## src/rtl/vtg_pkg.sv

```systemverilog
package vtg_pkg;

  typedef struct packed {
    logic [15:0] h_lb;
    logic [15:0] h_act;
    logic [15:0] h_rb;
    logic [15:0] h_sw;
    logic [15:0] v_tb;
    logic [15:0] v_act;
    logic [15:0] v_bb;
    logic [15:0] v_sw;
    logic [15:0] v_ext;
    logic [15:0] irq_line;
    logic        ext_ok;
  } vtg_timing_t;

  function automatic vtg_timing_t vtg_profile(input int sel);
    vtg_timing_t t;
    if (sel == 0) begin
      t = '{h_lb: 16'd29, h_act: 16'd321, h_rb: 16'd18, h_sw: 16'd32,
            v_tb: 16'd20, v_act: 16'd224, v_bb: 16'd14, v_sw: 16'd4,
            v_ext: 16'd262, irq_line: 16'd222, ext_ok: 1'b0};
    end else begin
      t = '{h_lb: 16'd69, h_act: 16'd496, h_rb: 16'd43, h_sw: 16'd48,
            v_tb: 16'd25, v_act: 16'd384, v_bb: 16'd11, v_sw: 16'd4,
            v_ext: 16'd512, irq_line: 16'd382, ext_ok: 1'b1};
    end
    return t;
  endfunction

  function automatic int vtg_htot(input vtg_timing_t t);
    return int'(t.h_lb) + int'(t.h_act) + int'(t.h_rb) + int'(t.h_sw);
  endfunction

  function automatic int vtg_vtot(input vtg_timing_t t);
    return int'(t.v_tb) + int'(t.v_act) + int'(t.v_bb) + int'(t.v_sw);
  endfunction

  function automatic int vtg_vmax(input vtg_timing_t t);
    int n;
    n = vtg_vtot(t);
    if (t.ext_ok && int'(t.v_ext) > n) n = int'(t.v_ext);
    return n;
  endfunction

  function automatic int vtg_pix_w(input vtg_timing_t t);
    return $clog2(int'(t.h_act));
  endfunction

  function automatic int vtg_line_w(input vtg_timing_t t);
    return $clog2(vtg_vmax(t));
  endfunction

endpackage

```

## src/rtl/vtg_hcount.sv

```systemverilog
module vtg_hcount #(
  parameter int HT = 400,
  parameter int HW = 9
) (
  input  logic          clk,
  input  logic          rst_n,
  output logic [HW-1:0] hc_q,
  output logic [HW-1:0] hc_d,
  output logic          line_end
);

  localparam logic [HW-1:0] H_LAST = HW'(HT - 1);

  always_comb begin
    line_end = (hc_q == H_LAST);
    hc_d     = line_end ? '0 : hc_q + 1'b1;
  end

  always_ff @(posedge clk or negedge rst_n) begin
    if (!rst_n) hc_q <= '0;
    else        hc_q <= hc_d;
  end

  a_r1_count_step: assert property (@(posedge clk) disable iff (!rst_n)
    (hc_q != H_LAST) |=> (hc_q == $past(hc_q) + 1'b1));

  a_r1_line_wrap: assert property (@(posedge clk) disable iff (!rst_n)
    (hc_q == H_LAST) |=> (hc_q == '0));

endmodule

```

## src/rtl/vtg_vcount.sv

```systemverilog
module vtg_vcount #(
  parameter int VT   = 262,
  parameter int VEXT = 262,
  parameter int VW   = 9
) (
  input  logic          clk,
  input  logic          rst_n,
  input  logic          adv,
  input  logic          ext,
  output logic [VW-1:0] vc_q,
  output logic [VW-1:0] vc_d,
  output logic          frame_end
);

  localparam logic [VW-1:0] V_LAST_N = VW'(VT - 1);
  localparam logic [VW-1:0] V_LAST_E = VW'(VEXT - 1);

  logic [VW-1:0] v_last;

  always_comb begin
    v_last    = ext ? V_LAST_E : V_LAST_N;
    frame_end = (vc_q == v_last);
    vc_d      = vc_q;
    if (adv) vc_d = frame_end ? '0 : vc_q + 1'b1;
  end

  always_ff @(posedge clk or negedge rst_n) begin
    if (!rst_n)   vc_q <= '0;
    else if (adv) vc_q <= vc_d;
  end

  a_r10_hold_mid_line: assert property (@(posedge clk) disable iff (!rst_n)
    !adv |=> $stable(vc_q));

  a_r7_line_bound: assert property (@(posedge clk) disable iff (!rst_n)
    (vc_q <= V_LAST_E) || (vc_q <= V_LAST_N));

endmodule

```

## src/rtl/vtg_decode.sv

```systemverilog
module vtg_decode #(
  parameter int HT    = 400,
  parameter int H_LB  = 29,
  parameter int H_ACT = 321,
  parameter int H_SW  = 32,
  parameter int VT    = 262,
  parameter int V_TB  = 20,
  parameter int V_ACT = 224,
  parameter int V_SW  = 4,
  parameter int IRQ_L = 222,
  parameter int HW    = 9,
  parameter int VW    = 9
) (
  input  logic [HW-1:0] hc,
  input  logic [VW-1:0] vc,
  input  logic          ext,
  output logic          hs_n,
  output logic          vs_n,
  output logic          hact,
  output logic          vact,
  output logic          irq_n
);

  localparam logic [HW-1:0] HS_START = HW'(HT - H_SW);
  localparam logic [HW-1:0] HA_START = HW'(H_LB);
  localparam logic [HW-1:0] HA_END   = HW'(H_LB + H_ACT);
  localparam logic [VW-1:0] VS_START = VW'(VT - V_SW);
  localparam logic [VW-1:0] VS_END   = VW'(VT);
  localparam logic [VW-1:0] VA_START = VW'(V_TB);
  localparam logic [VW-1:0] VA_END   = VW'(V_TB + V_ACT);
  localparam logic [VW-1:0] IRQ_V0   = VW'(V_TB + IRQ_L);
  localparam logic [VW-1:0] IRQ_V1   = VW'(V_TB + IRQ_L + 1);

  logic in_hsync;

  always_comb begin
    in_hsync = (hc >= HS_START);
    hs_n     = !in_hsync;
    vs_n     = !((vc >= VS_START) && (vc < VS_END));
    hact     = (hc >= HA_START) && (hc < HA_END);
    vact     = (vc >= VA_START) && (ext || (vc < VA_END));
    irq_n    = !(((vc == IRQ_V0) && in_hsync) || ((vc == IRQ_V1) && !in_hsync));
  end

endmodule

```

## src/rtl/vid_timing_gen.sv

```systemverilog
module vid_timing_gen
  import vtg_pkg::*;
#(
  parameter int          PROFILE = 0,
  parameter vtg_timing_t T       = vtg_profile(PROFILE)
) (
  input  logic                     clk,
  input  logic                     rst_n,
  input  logic                     ext_mode,
  output logic                     hsync_n,
  output logic                     vsync_n,
  output logic                     blank_n,
  output logic                     irq_n,
  output logic [vtg_pix_w(T)-1:0]  pix_x,
  output logic [vtg_line_w(T)-1:0] line_y
);

  localparam int   H_LB   = int'(T.h_lb);
  localparam int   H_ACT  = int'(T.h_act);
  localparam int   H_SW   = int'(T.h_sw);
  localparam int   V_TB   = int'(T.v_tb);
  localparam int   V_ACT  = int'(T.v_act);
  localparam int   V_SW   = int'(T.v_sw);
  localparam int   IRQ_L  = int'(T.irq_line);
  localparam int   HT     = vtg_htot(T);
  localparam int   VT     = vtg_vtot(T);
  localparam int   VEXT   = vtg_vmax(T);
  localparam int   HW     = $clog2(HT);
  localparam int   VW     = $clog2(VEXT);
  localparam int   PW     = vtg_pix_w(T);
  localparam int   LW     = vtg_line_w(T);
  localparam logic EXT_OK = T.ext_ok;

  // reset release synchronizer
  logic rst_meta, rst_i;
  always_ff @(posedge clk or negedge rst_n) begin
    if (!rst_n) begin
      rst_meta <= 1'b0;
      rst_i    <= 1'b0;
    end else begin
      rst_meta <= 1'b1;
      rst_i    <= rst_meta;
    end
  end

  logic [HW-1:0] hc_q, hc_d;
  logic [VW-1:0] vc_q, vc_d;
  logic          line_end, frame_end;
  logic          mode_q, mode_d, mode_en;

  vtg_hcount #(.HT(HT), .HW(HW)) u_h (
    .clk(clk), .rst_n(rst_i), .hc_q(hc_q), .hc_d(hc_d), .line_end(line_end)
  );

  vtg_vcount #(.VT(VT), .VEXT(VEXT), .VW(VW)) u_v (
    .clk(clk), .rst_n(rst_i), .adv(line_end), .ext(mode_q),
    .vc_q(vc_q), .vc_d(vc_d), .frame_end(frame_end)
  );

  // mode taken only where the frame wraps
  always_comb begin
    mode_en = line_end && frame_end;
    mode_d  = mode_en ? (ext_mode & EXT_OK) : mode_q;
  end

  always_ff @(posedge clk or negedge rst_i) begin
    if (!rst_i) mode_q <= 1'b0;
    else        mode_q <= mode_d;
  end

  // decode the next raster position so outputs line up with the counters
  logic hs_d, vs_d, hact_d, vact_d, irq_d;

  vtg_decode #(
    .HT(HT), .H_LB(H_LB), .H_ACT(H_ACT), .H_SW(H_SW),
    .VT(VT), .V_TB(V_TB), .V_ACT(V_ACT), .V_SW(V_SW),
    .IRQ_L(IRQ_L), .HW(HW), .VW(VW)
  ) u_dec (
    .hc(hc_d), .vc(vc_d), .ext(mode_d),
    .hs_n(hs_d), .vs_n(vs_d), .hact(hact_d), .vact(vact_d), .irq_n(irq_d)
  );

  logic [PW-1:0] pix_d, pix_q;
  logic [LW-1:0] lin_d, lin_q;

  always_comb begin
    pix_d = PW'(hc_d - HW'(H_LB));
    lin_d = LW'(vc_d - VW'(V_TB));
  end

  always_ff @(posedge clk or negedge rst_i) begin
    if (!rst_i) begin
      hsync_n <= 1'b1;
      vsync_n <= 1'b1;
      blank_n <= 1'b0;
      irq_n   <= 1'b1;
    end else begin
      hsync_n <= hs_d;
      vsync_n <= vs_d;
      blank_n <= hact_d && vact_d;
      irq_n   <= irq_d;
    end
  end

  always_ff @(posedge clk or negedge rst_i) begin
    if (!rst_i)      pix_q <= '0;
    else if (hact_d) pix_q <= pix_d;
  end

  always_ff @(posedge clk or negedge rst_i) begin
    if (!rst_i)      lin_q <= '0;
    else if (vact_d) lin_q <= lin_d;
  end

  assign pix_x  = pix_q;
  assign line_y = lin_q;

  a_r3_sync_in_blank: assert property (@(posedge clk) disable iff (!rst_i)
    !hsync_n |-> !blank_n);

  a_r4_irq_on_hsync_fall: assert property (@(posedge clk) disable iff (!rst_i)
    !$stable(irq_n) |-> $fell(hsync_n));

  a_r2_vsync_on_line_start: assert property (@(posedge clk) disable iff (!rst_i)
    !$stable(vsync_n) |-> $rose(hsync_n));

  a_r8_mode_at_frame_start: assert property (@(posedge clk) disable iff (!rst_i)
    !$stable(mode_q) |-> (hc_q == '0 && vc_q == '0));

  a_r9_mode_unsupported: assert property (@(posedge clk) disable iff (!rst_i)
    !EXT_OK |-> !mode_q);

endmodule

```

## config.mk

```make
export PLATFORM = sky130hd
export DESIGN_NAME = vid_timing_gen
export DESIGN_NICKNAME = d
export VERILOG_FILES = /design/src/rtl/vtg_pkg.sv /design/src/rtl/vtg_hcount.sv /design/src/rtl/vtg_vcount.sv /design/src/rtl/vtg_decode.sv /design/src/rtl/vid_timing_gen.sv
export SDC_FILE = /design/constraint.sdc
export NUM_CORES = 1
export LEC_CHECK = 0
export ABC_AREA = 1
export BUFFER_PORTS_ARGS = -buffer_cell sky130_fd_sc_hd__clkbuf_2
export CAP_MARGIN = 0
export CORE_MARGIN = 5
export CORE_UTILIZATION = 45
export CTS_BUF_LIST = sky130_fd_sc_hd__clkbuf_8
export CTS_CLUSTER_DIAMETER = 150
export DETAILED_ROUTE_END_ITERATION = 6
export GPL_TIMING_DRIVEN = 0
export HOLD_SLACK_MARGIN = 0.03
export PLACE_DENSITY = 0.72
export RECOVER_POWER = 25
export SYNTH_ARGS = -nofsm -noshare
export SYNTH_HDL_FRONTEND = slang
export SYNTH_SLANG_ARGS = --single-unit
```

## constraint.sdc

```tcl
create_clock -name clk -period 1.26 [get_ports clk]
set_input_delay 0.126 -clock clk [delete_from_list [all_inputs] [get_ports clk]]
set_output_delay 0.126 -clock clk [all_outputs]
set_load 0.01 [all_outputs]
```

==> results of run 1 <==
## critical path, stage by stage (launching register included)
cell,delay (ns)
dfrtp_2,0.45
ha_2,0.23
nand2_1,0.11
nor2_2,0.13
nand2_1,0.09
nand2_1,0.08
nand3_2,0.10
nand2_4,0.11
nand2_1,0.09
nor2_1,0.11
nand2_1,0.09
nand2_4,0.09
nand2_4,0.12
nand2_4,0.13
nand2_1,0.06
nand2_1,0.05
## per-layer routing
layer / global-route usage, % / vias to the layer above / routed length (microns) / share of wire, %
met1: 21.4 / 1150 / 2560 / 38
met3: 3.40 / 14 / 261 / 3.9
met4: 6.91 / 0 / 140 / 2.1
met5: 0 / - / 0 / 0
li1: - / 1167 / - / -
met2: 33.5 / 45 / 3770 / 56
## placed cells by master, fill, tap and decap left out, types with 10 or more instances in the layout
cell,instances
nand2_2,23
nand2_4,14
nand3_1,18
inv_1,26
xor2_1,10
buf_4,27
clkbuf_1,14
dfrtp_1,35
nor2_1,18
nand3_2,15
nand2_1,84
inv_2,12
## synthesized netlist by cell type, types with 2 or more instances
cell and number:
o21ai_0 5, xor2_1 10, nand2_4 5, inv_2 3
nor3_1 2, o21bai_1 2, inv_1 39, dfrtp_1 40
nor2_2 6, nand3_4 2, nand4_1 9, nor2_1 24
buf_6 3, ha_1 6, nand2_2 10, nand3_1 34
a21oi_1 3, a21oi_2 2, nor2_4 3, nand2_1 106
dfstp_2 3
## area by class of cell
class / count / area share [%]
Buffer: 4 / 1.49
Tap cell: 72 / 2.50
Sequential cell: 43 / 30.2
Multi-Input combinational cell: 241 / 46.7
Timing Repair Buffer: 57 / 10.7
Inverter: 42 / 4.73
Clock inverter: 3 / 1.77
Clock buffer: 5 / 1.91
## power breakdown
group	total (mW)	internal [mW]	switching, mW
sequential	1.41	1.38	0.0250
combinational	0.00454	0.00269	0.00184
clock	1.26	0.784	0.475
## what timing repair did
action,4_1_cts,5_1_grt
setup buffers,18,14
pin swaps,18,28
gates resized for setup,28,42
setup endpoints to repair,39,39
endpoints found under the hold margin,2,0
cloned,7,0
hold buffers,1,0
## sequential cells by signal, summed over array words and instances (netlist names)
| name | count |
|---|---|
| u_h.hc_q | 9 |
| rst_meta | 1 |
| u_v.vc_q | 9 |
| blank_n | 1 |
| pix_x | 9 |
| line_y | 9 |
| irq_n | 1 |
| mode_q | 1 |
| vsync_n | 1 |
| rst_i | 1 |
| hsync_n | 1 |
## path summary, 6_finish.rpt
| check | from | slack (ns) | cells past startpoint | endpoint |
|---|---|---|---|---|
| setup / recovery | u_v.vc_q[0]$_DFFE_PN0N_ | -0.85 | 15 | line_y[5]$_DFFE_PN0P_ |
| hold / removal | rst_n | 0.14 | 2 | rst_meta$_DFF_PN0_ |
| setup reg to reg | u_v.vc_q[0]$_DFFE_PN0N_ | -0.85 | 15 | line_y[5]$_DFFE_PN0P_ |
| hold reg to reg | rst_meta$_DFF_PN0_ | 0.35 | 0 | rst_i$_DFF_PN0_ |
| max in group asynchronous | rst_i$_DFF_PN0_ | 0.25 | 0 | u_v.vc_q[0]$_DFFE_PN0N_ |
| min in group clk | rst_meta$_DFF_PN0_ | 0.35 | 0 | rst_i$_DFF_PN0_ |
## metrics by stage
step	power, mW	setup WS (ns)	hold WS (ns)	utilization, %
after floorplan	1.43	-0.609	-0.170	-
after global placement	1.44	-0.869	-0.0871	53.2
after detailed placement	1.44	-0.893	-0.0847	53.2
after CTS	2.69	-0.834	0.145	61.5
after global routing	2.76	-1.00	0.156	65.4
final	2.67	-0.854	0.139	65.4
## cells by family (layout without fill, tap and decap cells)
logic type,count (synthesis),after routing,share of synthesized area [%]
XOR/XNOR,10,10,3.44
buffers and inverters,46,111,7.73
AND/OR/NAND/NOR,207,211,40.2
AO/OA/AOI/OAI,13,13,3.05
adder cells (fa/ha/maj),6,6,2.95
flip-flops,43,43,42.5
other,1,1,0.147
==> run metrics, run 1 <==
DP Cell Count roughly 420; first-pass GRT wire length between 10000 and 15000 microns; Die ar. approximately 7300 sq um; Setup WS post-layout -0.854 ns; post-synth top area cell dfrtp_1; Nets 403; clk buf depth 2; multi-input logic area 1680 sq um; Worst slew margin approximately two fifths; P_leak around 1.8 nW; largest cells by area after synthesis dfrtp_1 39%, nand2_1 16%, nand3_1 6.7%, inv_1 5.8%, nor2_1 3.5%; CP max FO 6; Register Area approximately 1100 sq um; max frequency approximately 0.47 GHz; routed wire length a little under 7000 microns; Die H about 85 microns; syn avg cell area around 7.8 sq um; setup TNS -20.44 ns; # setup viols final 39; clk sinks 43; cts bufs inserted 5; Setup crit start kind flop; H-tree levels 2; EDFF count, synth 0; via density per instance around 5.1; MaxCap Viol Count 0; violated checks setup timing; final-layout fill cell count about 440; grt ovf 0; FFs w/ async S/R, synth 100%; post-synth cell types 30; DRC 0; maximum VDD drop about 0.56 mV; TritonCTS clock tree built; Placeable Area 5510 sq um; Post-Syn Instances ~330; largest net degree at the start of global routing 42; Post-Place Cell Area 2930 sq um; sequential element share of the synthesized area between 40 and 50%; non-filler cells, final ~470; Placer Congestion slightly below 0.8; WS Path Type flop to flop; Ports 25; critical path arrival about 2.4 ns; area grow syn2layout 41.6%; ant diodes 0; CTS root buffer clkbuf_8; final hold vios 0; Clk Latency, worst-skew pair around 0.30 ns; Seq cells post-synth 43; Final Max Slew Viols 0; status finished with violations; crit share post-route 168%; wire length per cell between 10 and 15 microns; clk slew on worst S/H paths around 0.080 ns; RSZ-0062 raised after global routing true; Post-Syn Area approximately 2500 sq um; initial antenna violation count 0; crit end category flop; hpwl dp 4120 microns; row count 27; top_reg_cell synth dfrtp_1; Worst Max-Slew Pin Slew approximately 0.9 ns; # port buffers 23; Finished Cell Area 3600 sq um; Post-Syn Nets between 300 and 400; Die Wd between 80 and 90 microns; DRT Pass-1 Iters 4; Min-Delay Path Class primary input to asynchronous set/reset pin; Setup Skew around 0.0057 ns; remaining antenna violation count 0; CP required about 1.5 ns; initial core utilization between 40% and 50%; via count ~2400; synthesis warning total 0; GR Util All Layers 18.4%; PwrDens roughly 740 nW/um^2; vias in the first global route roughly 2400; post-synth top area share around two fifths; DRT iter0 DRCs ~100; clock period minus worst slack ~2.1 ns; layout cell share with drive strength beyond 1 a little over two fifths
Power figures use the tool's default switching activity.
==> run 2, diff against run 1 <==
Settings changed: PLACE_DENSITY 0.72 to 0.76, RECOVER_POWER 25 to 100.
==> run 2 against run 1 <==
Effect of this change: the run still ends with setup timing left; final cell count grew 1.9%; worst setup slack lost 0.036 ns; sequential power is essentially flat; maximum frequency shrank 1.7%; largest cell class unchanged; cell area grew 7.6%; register-to-register slack lost 0.04 ns; clock skew is essentially flat; count of clock-buffer cells in the layout grew 1; worst hold slack lost 0.013 ns; via count grew 4.8%; power shrank 12%.
==> run metrics, run 2 (same netlist as run 1, synthesis figures left out) <==
status finished with violations (unchanged); violated checks setup timing (unchanged); via density per instance 5.23 (was 5.09); Ports 25 (unchanged); first-pass GRT wire length 11200 microns (was 10800 microns); Placer Congestion 0.792 (was 0.793); # port buffers 23 (unchanged); initial core utilization 46.2% (unchanged); commonest non-fill, non-tap cell in the layout nand2_1 (unchanged); Final Max Slew Viols 0 (unchanged); Clk Latency, worst-skew pair 0.30 ns (about the same); PwrDens 603 nW/um^2 (was 742 nW/um^2); RSZ-0062 raised after global routing true (unchanged); ant diodes 0 (unchanged); cts bufs inserted 5 (unchanged); # setup viols final 40 (was 39); initial antenna violation count 0 (unchanged); clk buf depth 2 (unchanged); DRT iter0 DRCs 94 (was 104); routed wire length 7420 microns (was 6730 microns); final core occ 70.4% (was 65.4%); Min-Delay Path Class primary input to asynchronous set/reset pin (unchanged); DRT Pass-1 Iters 4 (unchanged); area grow syn2layout 52.5% (was 41.6%); commonest cells after routing, fill and taps aside 77 x nand2_1, 35 x dfrtp_1, 26 x buf_4, 25 x inv_1, 23 x nand2_4 (was 84 x nand2_1, 35 x dfrtp_1, 27 x buf_4, 26 x inv_1, 23 x nand2_2); Nets 412 (was 403); Final Power 2.34 mW (was 2.67 mW); setup TNS -21.99 ns (was -20.44 ns); Clock Power Share 39.6% (was 47.2%); share of power burned in registers 60.3% (was 52.7%); Net Switching 517 uW (was 502 uW); critical path arrival 2.35 ns (was 2.36 ns); combinational group share of total power 0.2% (about the same); clk slew on worst S/H paths 0.08 ns (about the same); GR Util All Layers 19.4% (was 18.4%); crit share post-route 171% (was 168%); remaining antenna violation count 0 (unchanged); CTS root buffer clkbuf_8 (unchanged); Switching Share 22.1% (was 18.8%); Setup WS post-layout -0.891 ns (was -0.854 ns); Die H 85.2 microns (unchanged); TritonCTS clock tree built (unchanged); via count 2489 (was 2376); Place WS -0.898 ns (was -0.893 ns); P_leak 1.97 nW (was 1.76 nW); Setup Skew 0.00566 ns (about the same); maximum VDD drop 0.636 mV (was 0.555 mV); MaxCap Viol Count 0 (unchanged); max frequency 0.465 GHz (was 0.473 GHz); vias in the first global route 2454 (was 2380); DRC 0 (unchanged); Internal Power 1.82 mW (was 2.17 mW); Worst Max-Slew Pin Slew 0.555 ns (was 0.897 ns); Die ar. 7250 sq um (unchanged); wire length per cell 15.6 microns (was 14.4 microns); H-tree levels 2 (unchanged); CP max FO 6 (unchanged); CP required 1.46 ns (was 1.51 ns); Setup crit start kind flop (unchanged); row count 27 (unchanged); Die Wd 85.2 microns (unchanged); layout cell share with drive strength beyond 1 51.5% (was 42.8%); grt ovf 0 (unchanged); hpwl dp 4180 microns (was 4120 microns); crit end category flop (unchanged); Worst slew margin 63.0% (was 40.2%); clock period minus worst slack 2.15 ns (was 2.11 ns); largest net degree at the start of global routing 42 (unchanged); final hold vios 0 (unchanged); Placeable Area 5510 sq um (unchanged); clk sinks 43 (unchanged); WS Path Type flop to flop (unchanged)
-- run 2: cell types whose count changed in the layout (fill, tap and decap cells not counted), moves of 4 or more --
cell,delta
nand2_2,-4
buf_6,+8
nand2_4,+9
nand2_1,-7
nor2_1,-5
clkbuf_1,-13
clkbuf_2,+13
-- run 2: final timing paths --
| kind | endpoint | depth (start not counted) | start | slack [ns] |
|---|---|---|---|---|
| worst max-delay path | line_y[5]$_DFFE_PN0P_ | 14 | u_h.hc_q[0]$_DFF_PN0_ | -0.89 |
| worst min-delay path | rst_i$_DFF_PN0_ | 2 | rst_n | 0.13 |
| worst max register to register | line_y[5]$_DFFE_PN0P_ | 14 | u_h.hc_q[0]$_DFF_PN0_ | -0.89 |
| worst min register to register | u_h.hc_q[3]$_DFF_PN0_ | 0 | rst_i$_DFF_PN0_ | 0.31 |
| max in group asynchronous | u_v.vc_q[1]$_DFFE_PN0N_ | 0 | rst_i$_DFF_PN0_ | 0.52 |
| min in group clk | rst_i$_DFF_PN0_ | 0 | rst_meta$_DFF_PN0_ | 0.36 |
-- run 2: power by group through the flow --
| stage | Clock, mW | Combinational [mW] | Sequential, mW |
|---|---|---|---|
| after global routing | 1.01 | 0.00519 | 1.41 |
| final | 0.925 | 0.00444 | 1.41 |
| after global placement | 0 | 0.00246 | 1.44 |
| after detailed placement | 0 | 0.00247 | 1.44 |
| after CTS | 0.931 | 0.00497 | 1.41 |
| after floorplan | 0 | 0.000259 | 1.43 |
-- run 2: timing repair --
action	in CTS	in global routing
hold endpoints to repair	2	0
cloned	5	2
setup buffers	22	18
hold buffers	1	0
pin swaps	30	32
resized for setup	49	68
setup endpoints to repair	39	41
-- run 2: final cells by class --
class / instances / area, sq um
Buffer: 4 / 53.8
Clock buffer: 6 / 82.6
Clock inverter: 2 / 8.76
Fill cell: 384 / 1630
Inverter: 42 / 178
Multi-Input combinational cell: 240 / 1830
Sequential cell: 43 / 1090
Tap cell: 72 / 90.1
Timing Repair Buffer: 67 / 546
-- run 2: worst max-delay path: stages, from the launching register on --
cell     delay (ns)
dfrtp_1        0.40
ha_4           0.19
nand2_4        0.06
nor2_4         0.20
nand2_4        0.12
buf_12         0.16
nand2_4        0.07
nand2_4        0.08
inv_4          0.08
ha_4           0.14
nand4_4        0.13
nand3_4        0.18
nand2_4        0.11
nand2_1        0.08
nand2_1        0.04
-- run 2: per-stage QoR --
stage	cells	hold slack, ns	instance area, sq um
floorplan	326	-0.170	2730
global route	476	0.135	3880
global placement	421	-0.0873	2930
detailed placement	421	-0.0871	2930
finish	476	0.126	3880
CTS	457	0.137	3470
-- run 2: layer usage --
metal,track usage [%],part of all wire [%],vias up,routed length [microns]
met2,35.4,55,73,4050
met3,3.50,4.7,33,349
li1,-,-,1191,-
met5,0,0,-,0
met4,7.77,4.2,0,308
met1,22.2,37,1192,2710
==> run 3, diff against run 2 <==
Settings changed: GPL_TIMING_DRIVEN 0 to default, PLACE_DENSITY 0.76 to 0.73.
Clock period 1.26 ns to 2.35 ns, I/O delays scaled along.
==> run 3 against run 2 <==
Effect of this change: the run ends with capacitance limit, slew limit left; worst setup slack better by 1.0 ns; non-clock buffer count shrank 33; utilization decreased by 16 points; sequential share of layout area increased by 8.0 points; global-route usage down 3.9 points; via count down 12%; power decreased by 48%.
==> run metrics, run 3 (same netlist as run 1, synthesis figures left out) <==
clk sinks 43 (unchanged); DRT iter0 DRCs 201 (was 94); hpwl dp 3900 microns (was 4180 microns); non-filler cells, final 442 (was 476); crit end category flop (unchanged); Ports 25 (unchanged); grt ovf 0 (unchanged); # setup viols final 0 (was 40); status finished with violations (unchanged); CTS root buffer clkbuf_8 (unchanged); maximum VDD drop 0.378 mV (was 0.636 mV); max frequency 0.447 GHz (was 0.465 GHz); TritonCTS clock tree built (unchanged); final hold vios 0 (unchanged); row count 27 (unchanged); via count 2188 (was 2489); commonest cells after routing, fill and taps aside 102 x nand2_1, 41 x inv_1, 38 x dfrtp_1, 33 x nand3_1, 22 x nor2_1 (was 77 x nand2_1, 35 x dfrtp_1, 26 x buf_4, 25 x inv_1, 23 x nand2_4); WS Path Type flop to flop (unchanged); layout cell share with drive strength beyond 1 24.9% (was 51.5%); Place WS 0.0744 ns (was -0.898 ns); commonest non-fill, non-tap cell in the layout nand2_1 (unchanged); DRT Pass-1 Iters 4 (unchanged); GR Util All Layers 15.5% (was 19.4%); Die ar. 7250 sq um (unchanged); Placer Congestion 0.887 (was 0.792); Die H 85.2 microns (unchanged); Worst slew margin -8.27% (was 63.0%); # port buffers 23 (unchanged); via density per instance 4.95 (was 5.23); Die Wd 85.2 microns (unchanged); area grow syn2layout 17.9% (was 52.5%); DRC 0 (unchanged); initial antenna violation count 0 (unchanged); CP max FO 6 (unchanged); Clk Latency, worst-skew pair 0.29 ns (was 0.30 ns); Final Max Slew Viols 42 (was 0); MaxCap Viol Count 1 (was 0); Min-Delay Path Class primary input to asynchronous set/reset pin (unchanged); largest net degree at the start of global routing 42 (unchanged); RSZ-0062 raised after global routing true (unchanged); Placeable Area 5510 sq um (unchanged); Setup Skew 0.00567 ns (was 0.00566 ns); P_leak 1.66 nW (was 1.97 nW); CP required 2.53 ns (was 1.46 ns); first-pass GRT wire length 9270 microns (was 11200 microns); clk buf depth 2 (unchanged); clk slew on worst S/H paths 0.08 ns (about the same); H-tree levels 2 (unchanged); routed wire length 5420 microns (was 7420 microns); final core occ 54.4% (was 70.4%); Final Power 1.21 mW (was 2.34 mW); Worst Max-Slew Pin Slew 1.62 ns (was 0.555 ns); Setup WS post-layout 0.112 ns (was -0.891 ns); Nets 378 (was 412); wire length per cell 12.3 microns (was 15.6 microns); violated checks capacitance limit, slew limit (was setup timing); Setup crit start kind flop (unchanged); PwrDens 403 nW/um^2 (was 603 nW/um^2); DP Cell Count 423 (was 421); initial core utilization 46.2% (unchanged); cts bufs inserted 5 (unchanged); clock period minus worst slack 2.24 ns (was 2.15 ns); remaining antenna violation count 0 (unchanged); critical path arrival 2.42 ns (was 2.35 ns); vias in the first global route 2056 (was 2454); crit share post-route 95.3% (was 171%); ant diodes 0 (unchanged)
-- run 3: changes by cell type in the layout (fill, tap and decap cells not counted), moves of 8 or more --
cell     before  now
nand2_1      77  102
nand2_4      23    5
inv_1        25   41
buf_4        26   11
nand3_1      18   33
buf_6        16    3
nand3_2      13    3
nor2_1       13   22
inv_4         8    0
-- run 3: power breakdown --
part           switching [mW]  internal [mW]  total [mW]
clock                   0.252          0.200       0.453
combinational         0.00105        0.00144     0.00249
sequential             0.0135          0.741       0.754
total                   0.267          0.943        1.21
-- run 3: layer usage --
layer  wire, microns  up-vias  global-route usage (%)
li1                -     1114                       -
met1            2530     1017                    22.2
met2            2550       52                    24.1
met3             284        5                    2.52
met4              65        0                    4.75
met5               0        -                       0
-- run 3: layout make-up --
class / count / area [sq um]
Clock buffer: 5 / 68.8
Clock inverter: 3 / 12.5
Fill cell: 479 / 2510
Inverter: 42 / 158
Multi-Input combinational cell: 239 / 1350
Sequential cell: 43 / 1080
Tap cell: 72 / 90.1
Timing Repair Buffer: 38 / 239
-- run 3: final timing paths --
check                                      start                      end  slack, ns  cells after the start
max                        u_h.hc_q[1]$_DFF_PN0_    line_y[3]$_DFFE_PN0P_       0.11                     12
min                                        rst_n          rst_i$_DFF_PN0_       0.25                      2
max reg2reg                u_h.hc_q[1]$_DFF_PN0_    line_y[3]$_DFFE_PN0P_       0.11                     12
min reg2reg                   rst_meta$_DFF_PN0_          rst_i$_DFF_PN0_       0.37                      0
max in group asynchronous        rst_i$_DFF_PN0_  u_v.vc_q[1]$_DFFE_PN0N_       0.60                      0
min in group clk              rst_meta$_DFF_PN0_          rst_i$_DFF_PN0_       0.37                      0
-- run 3: metrics by stage --
step / instance area (sq um) / hold slack [ns] / setup TNS [ns]
after floorplan: 2540 / -0.0606 / 0
after global placement: 2760 / 0.0206 / 0
after detailed placement: 2760 / 0.0246 / 0
after CTS: 2850 / 0.243 / 0
after global routing: 3000 / 0.250 / -0.478
final: 3000 / 0.250 / 0
-- run 3: timing repair --
action | in CTS | in global routing
buffers inserted | 0 | 8
setup endpoints to repair | 0 | 20
hold buffers | 1 | 0
gates resized for setup | 0 | 18
hold endpoints to repair | 2 | 0
-- run 3: critical path, cell delays in order (launching register included) --
cell and delay [ns]:
dfrtp_1 0.41, ha_4 0.17, nand3_2 0.11, nor3_4 0.28
buf_4 0.15, nand2_1 0.08, nand2_2 0.13, inv_1 0.07
ha_1 0.20, nand4_2 0.13, nand3_4 0.17, nand3b_1 0.15
nand2_1 0.07
